File: src/rtl/cfg_rx_pkg.sv
package cfg_rx_pkg;
  localparam int unsigned BYTE_W_DEF  = 8;
  localparam int unsigned WORD_W_DEF  = 32;
  localparam logic [31:0] SYNC_PATTERN = 32'hAA995566;
endpackage

File: src/rtl/cfg_rx_ctrl.sv
module cfg_rx_ctrl #(
  parameter int unsigned ABORT_CYCLES = 4
) (
  input  logic clk,
  input  logic rst_n,
  input  logic cs_n,
  input  logic wr_n,
  input  logic stall,
  output logic take,
  output logic abort,
  output logic busy
);
  localparam int unsigned CW = $clog2(ABORT_CYCLES + 1);

  logic [CW-1:0] hold_cnt;

  assign abort = !cs_n && wr_n;
  assign busy  = (hold_cnt != '0) || stall;
  assign take  = !cs_n && !wr_n && !busy;

  always_ff @(posedge clk or negedge rst_n) begin
    if (!rst_n) begin
      hold_cnt <= '0;
    end else if (abort) begin
      hold_cnt <= CW'(ABORT_CYCLES);
    end else if (hold_cnt != '0) begin
      hold_cnt <= hold_cnt - 1'b1;
    end
  end

  // an abort edge is followed by busy
  a_r5_busy_after_abort: assert property (@(posedge clk) disable iff (!rst_n)
    abort |=> busy);

  // reset leaves the port idle
  a_r10_reset_idle: assert property (@(posedge clk)
    !rst_n |-> !busy || stall);
endmodule

File: src/rtl/cfg_rx_packer.sv
module cfg_rx_packer
  import cfg_rx_pkg::*;
#(
  parameter int unsigned BYTE_W = BYTE_W_DEF,
  parameter int unsigned WORD_W = WORD_W_DEF,
  parameter logic [WORD_W-1:0] SYNC = SYNC_PATTERN[WORD_W-1:0]
) (
  input  logic              clk,
  input  logic              rst_n,
  input  logic              cs_n,
  input  logic              take,
  input  logic              abort,
  input  logic [BYTE_W-1:0] din,
  output logic              word_done,
  output logic [WORD_W-1:0] word
);
  localparam int unsigned LANES = WORD_W / BYTE_W;
  localparam int unsigned LW    = (LANES > 1) ? $clog2(LANES) : 1;
  localparam logic [LW-1:0] LAST = LW'(LANES - 1);

  logic [WORD_W-1:0] shreg;
  logic [WORD_W-1:0] nxt;
  logic              aligned;
  logic [LW-1:0]     lane;

  generate
    if (WORD_W > BYTE_W) begin : g_shift
      assign nxt = {shreg[WORD_W-BYTE_W-1:0], din};
    end else begin : g_direct
      assign nxt = din;
    end
  endgenerate

  assign word_done = take && aligned && (lane == LAST);
  assign word      = nxt;

  always_ff @(posedge clk or negedge rst_n) begin
    if (!rst_n) begin
      shreg   <= '0;
      aligned <= 1'b0;
      lane    <= '0;
    end else if (abort) begin
      shreg   <= '0;
      aligned <= 1'b0;
      lane    <= '0;
    end else if (take) begin
      shreg <= nxt;
      if (!aligned) begin
        if (nxt == SYNC) begin
          aligned <= 1'b1;
          lane    <= '0;
        end
      end else begin
        lane <= (lane == LAST) ? '0 : lane + 1'b1;
      end
    end
  end

  // idle edges keep the packing state
  a_r2_idle_holds: assert property (@(posedge clk) disable iff (!rst_n)
    cs_n |=> $stable(shreg) && $stable(lane) && $stable(aligned));

  // abort always drops alignment
  a_r6_abort_unaligns: assert property (@(posedge clk) disable iff (!rst_n)
    abort |=> !aligned && lane == '0);

  // no word completes while hunting
  a_r3_no_word_unaligned: assert property (@(posedge clk) disable iff (!rst_n)
    !aligned |-> !word_done);

  // nothing shifts without an accepted byte
  a_r7_no_take_no_shift: assert property (@(posedge clk) disable iff (!rst_n)
    !take && !abort |=> $stable(shreg));
endmodule

File: src/rtl/cfg_rx_outreg.sv
module cfg_rx_outreg #(
  parameter int unsigned WORD_W = 32
) (
  input  logic              clk,
  input  logic              rst_n,
  input  logic              load,
  input  logic [WORD_W-1:0] load_data,
  input  logic              ready,
  output logic              valid,
  output logic [WORD_W-1:0] data,
  output logic              stall
);
  assign stall = valid && !ready;

  always_ff @(posedge clk or negedge rst_n) begin
    if (!rst_n) begin
      valid <= 1'b0;
      data  <= '0;
    end else if (load) begin
      valid <= 1'b1;
      data  <= load_data;
    end else if (ready) begin
      valid <= 1'b0;
    end
  end

  // a waiting word is held steady
  a_r8_hold_word: assert property (@(posedge clk) disable iff (!rst_n)
    valid && !ready |=> valid && $stable(data));

  // no overwrite of an unaccepted word
  a_r8_no_overwrite: assert property (@(posedge clk) disable iff (!rst_n)
    valid && !ready |-> !load);
endmodule

File: src/rtl/cfg_byte_rx.sv
module cfg_byte_rx
  import cfg_rx_pkg::*;
#(
  parameter int unsigned BYTE_W       = BYTE_W_DEF,
  parameter int unsigned WORD_W       = WORD_W_DEF,
  parameter int unsigned ABORT_CYCLES = 4
) (
  input  logic              clk,
  input  logic              rst_n,
  input  logic              cs_n,
  input  logic              wr_n,
  input  logic [BYTE_W-1:0] din,
  output logic              busy,
  output logic              word_valid,
  input  logic              word_ready,
  output logic [WORD_W-1:0] word_data
);
  logic              take;
  logic              abort;
  logic              stall;
  logic              word_done;
  logic [WORD_W-1:0] word;

  cfg_rx_ctrl #(.ABORT_CYCLES(ABORT_CYCLES)) u_ctrl (
    .clk(clk), .rst_n(rst_n), .cs_n(cs_n), .wr_n(wr_n),
    .stall(stall), .take(take), .abort(abort), .busy(busy)
  );

  cfg_rx_packer #(.BYTE_W(BYTE_W), .WORD_W(WORD_W)) u_pack (
    .clk(clk), .rst_n(rst_n), .cs_n(cs_n), .take(take), .abort(abort),
    .din(din), .word_done(word_done), .word(word)
  );

  cfg_rx_outreg #(.WORD_W(WORD_W)) u_out (
    .clk(clk), .rst_n(rst_n), .load(word_done), .load_data(word),
    .ready(word_ready), .valid(word_valid), .data(word_data), .stall(stall)
  );

  // without abort history and with ready high, busy stays low
  a_r9_no_busy_streaming: assert property (@(posedge clk) disable iff (!rst_n)
    word_ready && !$past(abort) && !busy && !abort |=> !busy);
endmodule

File: config.mk
export PLATFORM = sky130hd
export DESIGN_NAME = cfg_byte_rx
export DESIGN_NICKNAME = d
export VERILOG_FILES = /design/src/rtl/cfg_rx_pkg.sv /design/src/rtl/cfg_rx_ctrl.sv /design/src/rtl/cfg_rx_packer.sv /design/src/rtl/cfg_rx_outreg.sv /design/src/rtl/cfg_byte_rx.sv
export SDC_FILE = /design/constraint.sdc
export NUM_CORES = 1
export LEC_CHECK = 0
export BUFFER_PORTS_ARGS = -buffer_cell sky130_fd_sc_hd__clkbuf_2
export CAP_MARGIN = 20
export CORE_MARGIN = 5
export CORE_UTILIZATION = 25
export DETAILED_ROUTE_END_ITERATION = 7
export PLACE_DENSITY = 0.45
export SYNTH_ARGS = -nofsm -noshare
export SYNTH_HDL_FRONTEND = slang
export SYNTH_HIERARCHICAL = 1
export SYNTH_SLANG_ARGS = --single-unit
File: constraint.sdc
create_clock -name clk -period 3.2 [get_ports clk]
set_input_delay 0.32 -clock clk [delete_from_list [all_inputs] [get_ports clk]]
set_output_delay 0.32 -clock clk [all_outputs]
set_load 0.01 [all_outputs]
==> results.md <==
* Vias in the first global route at 1781
* Period minus WS final at 2.36 ns
* Total grt overflow at 0
* Hold Crit Start: din[7]
* Worst Path Arrival at 2.55 ns
* Final #Nets at 266
* First-pass detailed-route iteration total at 4
* Post-cts sizing count at 0
* Final setup viols at 0
* Library cells used by synthesis at 36
* Clock tree sinks at 63
* Die area at 0.0136 mm²
* CP max-delay cell: buf_4
* Top FF cell, synth: dfrtp_1
* Slew Limit Fails at 0
* Die height at 117 µm
* Diode count at 0
* PD cells at 564 mW/mm²
* Final WL at 6160 µm
* Setup bufs post-CTS at 0
* Leak pwr at 1.65 nW
* Slew HR at 60.2%
* CTS clk-pin slew, worst paths at 0.05 ns
* Gpl congestion at 0.683
* Total track usage at 9.81%
* Final Cycle Share at 73.9%
* Startpoint Class: register
* Clk buf depth at 2
* Peak supply drop at 0.224 mV
* Hold path depth at 2
* CP max FO at 26
* Post-synthesis sequential area ratio at 55.5%
* H-tree depth at 3
* Clk Latency, worst-skew pair at 0.32 ns
* RSZ-0062 raised after global routing: false
* F_max at 423 MHz
* Pin count of the biggest net entering global routing at 47
* R2R Path End: u_pack/lane[1]$_DFFE_PN0P_
* CTS Buf Count at 9
* Syn Nets at 220
* Min-Delay Endpoint: u_out/data[7]$_DFFE_PN0P_
* Final setup margin at 0.835 ns
* Initial antenna violation count at 0
* Req. time, crit path at 3.38 ns
* Critical Path, Cell by Cell: inv_1, ha_1, nand2b_4, or2_4, nor3_4, buf_4, nand3_1, nor4_1, o21ai_0
* Cell count after synthesis at 204
* I/O pins at 47
* Vias at 1663
* # DRC at 0
* Fillers at 1143
* CTS tree: done
* Number of synthesized flops with an enable pin at 0
* Post-DRT Antenna Nets at 0
* Yosys warns at 6
* WL/cell at 15.6 µm
* Via density at 4.21
* Reg-to-reg startpoint: u_ctrl/hold_cnt[0]$_DFFE_PN0P_
* Max_cap viols at 0
* Initial core utilization at 25.2%
* Worst-Margin Slew at 0.594 ns
* Clock Tree Root: clkbuf_16
* Clock skew at 0.00501 ns
* PortBufs at 46
* #FFs+latches synth at 63
* Core area at 0.0113 mm²
* CP endpoint kind: register
* Worst Hold Class: input port to register
* DRT iter0 DRCs at 106
* Post-Syn Area at 0.00284 mm²
* Register area at 0.00158 mm²
* Die W at 117 µm
* Post-Place Worst Slack at 0.820 ns
* CP max stage delay at 0.41 ns
* Share of cells above drive strength 1 at 40.9%
* Async set-reset flop share out of synthesis at 100%
* Detailed placement HPWL at 4250 µm
* Placement Rows at 39
* Register-to-register setup slack at 0.84 ns
* First-pass GRT wire length at 9960 µm
* Reg2Reg Depth at 9
* Footprint of the multi-input gates at 0.00110 mm²
* Outcome: completed
* Setup_tns at 0 ns
* Mean Syn Cell Area at 13.9 µm²
* Final Hold Viols at 0
* Critical path class: register to register
* Area delta synth->final at 20.9%
* Worst hold slack at 0.279 ns
==> how the worst max path moves through the flow <==
stage | startpoint | endpoint
finish | u_ctrl/hold_cnt[0]$_DFFE_PN0P_ | u_pack/lane[1]$_DFFE_PN0P_
global route | u_ctrl/hold_cnt[0]$_DFFE_PN0P_ | u_pack/lane[0]$_DFFE_PN0P_
CTS | u_ctrl/hold_cnt[0]$_DFFE_PN0P_ | u_pack/lane[0]$_DFFE_PN0P_
detailed placement | u_ctrl/hold_cnt[0]$_DFFE_PN0P_ | u_pack/lane[0]$_DFFE_PN0P_
global placement | u_ctrl/hold_cnt[0]$_DFFE_PN0P_ | u_pack/lane[1]$_DFFE_PN0P_
floorplan | u_ctrl/hold_cnt[0]$_DFFE_PN0P_ | u_out/data[0]$_DFFE_PN0P_
==> through the flow <==
step	power, mW	instances	utilization, %	area, µm²
after floorplan	1.03	204	-	2840
after global placement	1.10	380	28.0	3150
after detailed placement	1.11	380	28.0	3150
after CTS	1.97	393	30.2	3410
after global routing	2.03	395	30.5	3440
final	1.94	395	30.5	3440
==> routing by layer <==
metal | GRT usage, % | part of all wire [%]
met1 | 13.5 | 49
met2 | 14.2 | 45
met3 | 2.59 | 4.3
met4 | 4.82 | 1.8
met5 | 0 | 0
==> worst max-delay path: cells and delay by family (launching register included) <==
kind	cells	cell delay [ns]
simple gates	5	0.96
buf+inv	2	0.50
flops	1	0.38
fa+ha+maj	1	0.22
compound gates	1	0.16
==> area by class of cell <==
type / instances / area share, %
flip-flops and latches: 63 / 45.9
multi-input cells: 118 / 32.0
repair buffers: 53 / 9.03
clock buffers: 11 / 7.06
well taps: 143 / 5.21
inverters: 5 / 0.546
clock inverters: 2 / 0.291
==> where the power goes <==
group          switching [mW]  internal, mW  total, mW  leakage [nW]
logic                   0.119        0.0942      0.213         0.654
clock network           0.316         0.528      0.844         0.127
registers              0.0414         0.838      0.880         0.872
==> state kept, by name, indices dropped and copies added, names as in the netlist <==
name,cells
u_ctrl/hold_cnt,3
u_out/data,32
u_out/valid,1
u_pack/aligned,1
u_pack/lane,2
u_pack/shreg,24
==> cells in the final DEF, fill, tap and decap left out, types with 2 or more instances in the layout <==
master	n
mux2_2	3
dfrtp_1	63
a211oi_1	2
ha_1	3
or4b_1	2
buf_12	2
mux2_4	29
nor2b_1	2
clkinv_2	2
clkbuf_2	45
a21oi_1	2
nand3_1	2
nand2_1	2
nor2_1	27
mux2i_1	24
nand4b_1	2
clkbuf_16	9
inv_1	5
buf_4	4
==> cell families after synthesis <==
logic type	Yosys count	synth area share [%]
buffers and inverters	23	6.21
AO/OA/AOI/OAI	8	2.03
flip-flops	63	55.5
AND/OR/NAND/NOR	50	9.69
multiplexers	56	25.0
adder cells (fa/ha/maj)	3	1.32
XOR/XNOR	1	0.308
==> synth_stat cells (all sizes together), types with 3 or more instances <==
library cell  count  area share (%)
inv               5            0.66
mux2             32              17
dfrtp            63              55
buf              15             5.2
ha                3             1.3
mux2i            24             8.5
nor2b             3            0.66
nor2             27             3.6
clkbuf            3            0.40
==> repair_timing <==
item	4_1_cts	5_1_grt
setup endpoints to repair	0	0
endpoints found under the hold margin	0	12
hold buffers	0	1
Note: power is estimated with default switching activity, not from simulation.
